`config.mk`:
```
export PLATFORM = sky130hd
export DESIGN_NAME = seg_xlate_unit
export DESIGN_NICKNAME = d
export VERILOG_FILES = /design/src/rtl/seg_xlate_pkg.sv /design/src/rtl/seg_mode_fsm.sv /design/src/rtl/seg_desc_bank.sv /design/src/rtl/seg_addr_form.sv /design/src/rtl/seg_xlate_unit.sv
export SDC_FILE = /design/constraint.sdc
export NUM_CORES = 1
export LEC_CHECK = 0
export CAP_MARGIN = 20
export CORE_MARGIN = 5
export CORE_UTILIZATION = 55
export DETAILED_ROUTE_END_ITERATION = 10
export DONT_BUFFER_PORTS = 1
export MAX_ROUTING_LAYER = met4
export PLACE_DENSITY = 0.73
export RECOVER_POWER = 25
export SLEW_MARGIN = 20
export SYNTH_ARGS = -nofsm -noshare
export SYNTH_HDL_FRONTEND = slang
export SYNTH_SLANG_ARGS = --single-unit
export TNS_END_PERCENT = 1
```
`constraint.sdc`:
```
create_clock -name clk -period 5.9 [get_ports clk]
set_input_delay 1.18 -clock clk [delete_from_list [all_inputs] [get_ports clk]]
set_output_delay 1.18 -clock clk [all_outputs]
set_load 0.05 [all_outputs]
```
`src/rtl/seg_xlate_pkg.sv`:
```
package seg_xlate_pkg;

    parameter int SEG_COUNT  = 6;
    parameter int SEG_IDX_W  = 3;
    parameter int ADDR_W     = 32;
    parameter int SEL_W      = 16;
    parameter int LIMIT_W    = 20;
    parameter int ATTR_W     = 9;
    parameter int REAL_W     = 20;
    parameter int REAL_SHIFT = 4;
    parameter int PRESENT_BIT = 7;

    typedef enum logic {
        MODE_REAL = 1'b0,
        MODE_PROT = 1'b1
    } xlate_mode_e;

    typedef struct packed {
        logic [ADDR_W-1:0]  base;
        logic [LIMIT_W-1:0] limit;
        logic [ATTR_W-1:0]  attr;
    } seg_cache_t;

endpackage

```
`src/rtl/seg_mode_fsm.sv`:
```
module seg_mode_fsm
    import seg_xlate_pkg::*;
(
    input  logic        clk,
    input  logic        rst_n,
    input  logic        ctl_we,
    input  logic        ctl_pe,
    output xlate_mode_e mode
);

    xlate_mode_e state_q;
    xlate_mode_e state_d;

    // state register
    always_ff @(posedge clk or negedge rst_n) begin
        if (!rst_n) begin
            state_q <= MODE_REAL;
        end else begin
            state_q <= state_d;
        end
    end

    // next state: T_ENTER_PROT / T_LEAVE_PROT
    always_comb begin
        state_d = state_q;
        unique case (state_q)
            MODE_REAL: if (ctl_we && ctl_pe)  state_d = MODE_PROT;
            MODE_PROT: if (ctl_we && !ctl_pe) state_d = MODE_REAL;
            default:   state_d = MODE_REAL;
        endcase
    end

    // outputs
    always_comb begin
        mode = state_q;
    end

endmodule

```
`src/rtl/seg_desc_bank.sv`:
```
module seg_desc_bank
    import seg_xlate_pkg::*;
#(
    parameter int N_SEG = SEG_COUNT,
    parameter int IDX_W = SEG_IDX_W,
    parameter int SW    = SEL_W
) (
    input  logic             clk,
    input  logic             rst_n,
    input  logic             ld_we,
    input  logic [IDX_W-1:0] ld_idx,
    input  logic [SW-1:0]    ld_sel,
    input  seg_cache_t       ld_cache,
    input  logic [IDX_W-1:0] rd_idx,
    output logic [SW-1:0]    rd_sel,
    output seg_cache_t       rd_cache,
    output logic             rd_vld,
    output logic             rd_in_range,
    output logic [N_SEG-1:0] vld_vec
);

    logic [SW-1:0] sel_q   [N_SEG];
    seg_cache_t    cache_q [N_SEG];
    logic [N_SEG-1:0] vld_q;

    for (genvar g = 0; g < N_SEG; g++) begin : g_seg
        logic hit;
        assign hit = ld_we && (ld_idx == IDX_W'(g));

        always_ff @(posedge clk or negedge rst_n) begin
            if (!rst_n) begin
                sel_q[g]   <= '0;
                cache_q[g] <= '0;
                vld_q[g]   <= 1'b0;
            end else if (hit) begin
                sel_q[g]   <= ld_sel;
                cache_q[g] <= ld_cache;
                vld_q[g]   <= 1'b1;
            end
        end
    end

    always_comb begin
        rd_sel      = '0;
        rd_cache    = '0;
        rd_vld      = 1'b0;
        rd_in_range = 1'b0;
        for (int i = 0; i < N_SEG; i++) begin
            if (rd_idx == IDX_W'(i)) begin
                rd_sel      = sel_q[i];
                rd_cache    = cache_q[i];
                rd_vld      = vld_q[i];
                rd_in_range = 1'b1;
            end
        end
    end

    assign vld_vec = vld_q;

endmodule

```
`src/rtl/seg_addr_form.sv`:
```
module seg_addr_form
    import seg_xlate_pkg::*;
#(
    parameter int AW    = ADDR_W,
    parameter int SW    = SEL_W,
    parameter int LW    = LIMIT_W,
    parameter int RW    = REAL_W,
    parameter int SHIFT = REAL_SHIFT,
    parameter int PBIT  = PRESENT_BIT
) (
    input  xlate_mode_e   mode,
    input  logic [SW-1:0] sel,
    input  seg_cache_t    cache,
    input  logic          cache_vld,
    input  logic          idx_ok,
    input  logic [AW-1:0] off,
    output logic [AW-1:0] phys,
    output logic          fault
);

    localparam int OFF_LO_W = RW - SHIFT;
    localparam int PAD_W    = AW - RW;
    localparam int LPAD_W   = AW - LW;

    logic [RW-1:0] real_sum;
    logic [AW-1:0] lin_sum;
    logic          over_limit;
    logic          present;
    logic          unused_attr;

    assign real_sum   = {sel, {SHIFT{1'b0}}} + {{SHIFT{1'b0}}, off[OFF_LO_W-1:0]};
    assign lin_sum    = cache.base + off;
    assign over_limit = off > {{LPAD_W{1'b0}}, cache.limit};
    assign present    = cache.attr[PBIT];
    assign unused_attr = ^cache.attr;

    always_comb begin
        phys  = '0;
        fault = 1'b0;
        if (!idx_ok) begin
            fault = 1'b1;
        end else begin
            unique case (mode)
                MODE_REAL: begin
                    phys = {{PAD_W{1'b0}}, real_sum};
                end
                MODE_PROT: begin
                    if (!cache_vld || !present || over_limit) begin
                        fault = 1'b1;
                    end else begin
                        phys = lin_sum;
                    end
                end
                default: fault = 1'b1;
            endcase
        end
    end

endmodule

```
`src/rtl/seg_xlate_unit.sv`:
```
module seg_xlate_unit
    import seg_xlate_pkg::*;
(
    input  logic        clk,
    input  logic        rst_n,
    input  logic        ctl_we,
    input  logic        ctl_pe,
    input  logic        sel_we,
    input  logic [2:0]  sel_idx,
    input  logic [15:0] sel_val,
    input  logic [31:0] dsc_base,
    input  logic [19:0] dsc_limit,
    input  logic [8:0]  dsc_attr,
    input  logic [2:0]  acc_seg,
    input  logic [31:0] acc_off,
    input  logic        pg_en,
    output logic [31:0] phys_addr,
    output logic        fault
);

    xlate_mode_e          mode_q;
    seg_cache_t           ld_cache;
    seg_cache_t           rd_cache;
    logic [SEL_W-1:0]     rd_sel;
    logic                 rd_vld;
    logic                 rd_in_range;
    logic [SEG_COUNT-1:0] vld_vec;
    logic                 unused_pg;

    // paging is not built; linear address is the physical address
    assign unused_pg = pg_en;

    assign ld_cache.base  = dsc_base;
    assign ld_cache.limit = dsc_limit;
    assign ld_cache.attr  = dsc_attr;

    seg_mode_fsm u_mode (
        .clk    (clk),
        .rst_n  (rst_n),
        .ctl_we (ctl_we),
        .ctl_pe (ctl_pe),
        .mode   (mode_q)
    );

    seg_desc_bank u_bank (
        .clk         (clk),
        .rst_n       (rst_n),
        .ld_we       (sel_we),
        .ld_idx      (sel_idx),
        .ld_sel      (sel_val),
        .ld_cache    (ld_cache),
        .rd_idx      (acc_seg),
        .rd_sel      (rd_sel),
        .rd_cache    (rd_cache),
        .rd_vld      (rd_vld),
        .rd_in_range (rd_in_range),
        .vld_vec     (vld_vec)
    );

    seg_addr_form u_form (
        .mode      (mode_q),
        .sel       (rd_sel),
        .cache     (rd_cache),
        .cache_vld (rd_vld),
        .idx_ok    (rd_in_range),
        .off       (acc_off),
        .phys      (phys_addr),
        .fault     (fault)
    );

endmodule

```
After elaboration in Yosys (flattened, before gate mapping)
Cells that the tools add are included.
- register bits after elaboration: 469
- bits of input ports: 121
- output and inout port bits: 33
- word-level logic and storage cells: 93
- $add $sub $neg: 2
- magnitude comparators: 1
- equal/unequal tests: 10
- muxes and demuxes: 33
- bitwise operators: 1
- reduce and logical (&&, ||, !) cells: 15
- operators by type and width (operator ; count):
    two-way mux 61 bit ; 6
    two-way mux 16 bit ; 6
    two-way mux 32 bit ; 2
    case mux 32 bit (2 select lines) ; 1
    adder 32 bit ; 1
    > comparator 32 x 20 -> 1 bit ; 1
    adder 20 x 16 -> 20 bit ; 1
    two-way mux 1 bit ; 17
    equality test 3 x 2 -> 1 bit (second input constant) ; 4
    equality test 3 bit (second input constant) ; 4
    logical AND 1 bit ; 8
    equality test 3 x 1 -> 1 bit (second input constant) ; 2
    zero test 3 bit ; 2
    zero test 1 bit ; 3
    logical OR 1 bit ; 2
    case mux 1 bit (2 select lines) ; 1
    NOT 1 bit ; 1

Logic depth before layout (Yosys ltp)
- depth after elaboration: 13
- gate-level depth with buffers: 19
- depth with buffers taken out: 15

Cells and area by module
Synthesis repeated with hierarchy kept, for this count alone.
- cells, all modules: 1893
- area, all modules: 23876.6 µm²
- modules (own cells, without submodules) (module ; instances ; cells each ; area an instance (µm²)):
    seg_desc_bank ; 1 ; 1476 ; 20841.2
    seg_addr_form ; 1 ; 415 ; 2995.4
    seg_mode_fsm ; 1 ; 2 ; 40.0

Worst setup path before layout
Ideal clock, no wire load.
- path kind: input-to-output
- start point: in acc_seg[0]
- end point: out phys_addr[19]
- arrival: 5.624 ns
- slack: -0.904 ns
- stages: 17
- cell sequence: buf_4 > buf_2 > buf_4 > buf_2 > mux4_2 > nand2_1 > o21ai_0 > ha_1 > a21o_1 > a21oi_1 > o221ai_1 > or2_1 > a221oi_2 > o21a_1 > o211ai_1 > nor3b_1 > a211oi_1
- longest elaborated chain between the ends: 13
- elaborated cells on any way between the ends: 40
- those cells by class: add/sub: 2; order compare: 1; eq/ne: 5; mux: 27; reduce/logical: 5
- RTL lines (element ; RTL line ; text):
    start: declaration ; seg_xlate_unit.sv:14 ; input logic [2:0] acc_seg,
    branches (longest 12 deep; another with > comparator 32 x 20 -> 1 bit) ; n/a ;
    two-way mux 32 bit (*) ; seg_addr_form.sv:40 ; if (!idx_ok) begin
    end: declaration ; seg_xlate_unit.sv:17 ; output logic [31:0] phys_addr,
Every way passes the cells marked *.

Worst setup path in the final report
Ends and elaborated chain as after synthesis.

==> flow_metrics.tcl <==
set metrics [dict create \
    grt_max_degree 422 \
    cp_num_cells 16 \
    synth-seq-cells 421 \
    num_antenna_cells 0 \
    post_drt_via_cell_ratio 6.219 \
    grt_overflow 0 \
    synth_ff_type "dfrtp_1" \
    ys_async_sr_fraction_pct 100.0 \
    grt_pass1_vias 14710 \
    path_clk_slew_ns 0.06 \
    initial_core_util_pct 55.52 \
    synth_edf_count 0 \
    yosysWarningCount 0 \
    drt_iter0_drc 931 \
    final_max_slew_viol_count 0 \
    design_area_sq_mm 0.02444 \
    critPathMaxStageDelay_ns 0.59 \
    drc_errors 0 \
    io_buffers 0 \
    ant_nets 0 \
    violations "setup timing" \
    worstPathArrival_ns 4.79 \
    cp-start-kind "input port" \
    hold_viol 0 \
    status "complete, but fails checks" \
    die_x_um 207.5 \
    core_sq_mm 0.03865 \
    wl_um 53420 \
    timing.final.crit_period_ns 5.975 \
    nNetsFinal 1872 \
    drv_cap 0 \
    antenna_found_initial 0 \
    rows 72 \
    crit_start "acc_seg[0]" \
    hold_slack_ns 0.3164 \
    cts_tree "yes" \
    numCtsBuffers 45 \
    dp_cells 2154 \
    setup_viol 3 \
    tightest_slew_ns 1.094 \
    endpoint_kind "primary output" \
    dr.pass1.iters 5 \
    crit_family "compound AO/OA/AOI/OAI gates" \
    synth_fp_nets 1849 \
    rsz0062_at_grt "true" \
    peakVddDrop_mv 0.2691 \
    critPathMaxFanout 144 \
    utilization_pct 63.24 \
    path_class "in2out" \
    fin_ws_ns -0.07495 \
    clk_path_buf_depth 3 \
    dp_hpwl_um 34350 \
    area_growth_pct 13.91 \
    io_pins 154 \
    cp.required_ns 4.72 \
    critPathBufInv 3 \
    hold_class "in2async" \
    clock_skew_ns 0 \
    drive_gt1_share_pct 40.42 \
    power_density_mw_per_mm2 361.7 \
    cp_slowest_cell "mux4_2" \
    wl_per_cell_um 23.85 \
    die_h_um 207.5 \
    final_common_cell "mux2_2" \
    syn_avg_cell_area_sq_um 12.90 \
    die_area_sq_mm 0.04306 \
    hold_buffers 0 \
    root_buffer "clkbuf_16" \
    fillers 2901 \
    slew-limit-headroom_pct 26.92 \
    synth_area_sq_mm 0.02146 \
    clk_latency_ns 0.56 \
    p_leak_nw 10.41 \
    reg2reg_depth 3 \
    cts_sinks 421 \
    layout_worst_path_cycle_share_pct 101.3 \
    routed-via-count 13930 \
    cts_max_level 2 \
    ys_seq_area_share_pct 49.10 \
    ys_types 66 \
    crit_chain "mux4_2, nand2_1, o21ai_0, ha_1, buf_4, a21o_1, nand2_1, o221ai_1, or2_1, a221oi_2, o21a_1, o211ai_1, nor3b_2, buf_4, a211oi_4, buf_12" \
    final_cells 2240 \
    fmax_mhz 167.4 \
    netlist_instances 1663 \
    layout_common_cells "mux2_2, dfrtp_1, nand2_1" \
    gp_congestion 0.9122 \
    place_area_sq_mm 0.02282 \
    grt_first_pass_wirelength_um 84720 \
    grt.total_usage_pct 25.42 \
]
-- report_power, final --
group | switching, mW | internal, mW | total [mW]
Clock | 1.17 | 1.69 | 2.86
Combinational | 0.969 | 1.19 | 2.16
Sequential | 0.306 | 3.52 | 3.82
Total | 2.45 | 6.39 | 8.84
-- what timing repair did --
item                                    4_1_cts  5_1_grt
endpoints found under the setup margin        1       24
buffers inserted                              0        3
pin swaps                                     0       14
gates resized for setup                       1       19
-- path summary, 6_finish.rpt --
kind	end	slack, ns
setup / recovery	phys_addr[19]	-0.07
hold / removal	u_bank.cache_q[190]	0.32
setup reg to reg	flop	4.23
hold reg to reg	u_bank.vld_vec[5]	0.47
max in group asynchronous	u_bank.cache_q[285]	4.79
min in group clk	u_bank.vld_vec[5]	0.47
-- layer usage --
metal	global-route usage (%)	vias to the layer above	share of wire, %
met5	-	-	0
met2	40.71	344	49
met4	7.570	0	2.7
li1	-	6176	-
met3	5.516	86	6.1
met1	32.99	7324	43
-- kinds of logic after synthesis --
kind of cell / after synthesis / synth area share, %
AND/OR/NAND/NOR: 232 / 4.927
multiplexers: 556 / 31.35
adder cells (fa/ha/maj): 65 / 3.860
AO/OA/AOI/OAI: 236 / 7.178
buffers and inverters: 120 / 2.239
XOR/XNOR: 33 / 1.347
flip-flops: 421 / 49.10
-- worst reg2reg max path, stage by stage (launching register included) --
cell and delay, ns:
dfrtp_1 0.36, buf_4 0.23, inv_1 0.62, o21ai_0 0.29
-- cell usage after synthesis (19+ instances only) --
cell type	count	share of area, %
mux2_2	428	22
a21o_1	20	0.70
mux4_2	50	5.2
o21ai_0	73	1.7
nor2_1	70	1.2
nor3_1	19	0.44
dfrtp_1	421	49
a21oi_1	54	1.3
inv_1	22	0.38
ha_1	63	3.7
mux2i_1	78	3.6
clkbuf_1	72	1.3
nand2_1	82	1.4
-- state kept, by name, indices dropped and copies added, names as in the netlist, named ones only --
| name | flops |
|---|---|
| u_bank.sel_q | 96 |
| u_bank.cache_q | 318 |
| u_bank.vld_vec | 6 |
-- layout make-up --
type                    instances  area [sq um]  area share [%]
multi-input cells            1122         10790           44.15
inverters                      22         82.58          0.3379
clock inverters                15         146.4          0.5990
clock buffers                  68          1365           5.585
repair buffers                 74         872.1           3.568
flip-flops and latches        421         10540           43.10
well taps                     518         648.1           2.652
-- per-stage QoR --
step	worst slack (ns)	setup TNS, ns	power, mW
2_1_floorplan	-0.01980	-0.05508	5.464
3_3_place_gp	-0.02881	-0.02881	5.870
3_5_place_dp	-0.06692	-0.06692	5.985
4_1_cts	0.06594	0	8.857
5_1_grt	-0.03969	-0.05924	9.258
6_report	-0.07495	-0.1482	8.841
(Power assumes the default switching activity.)
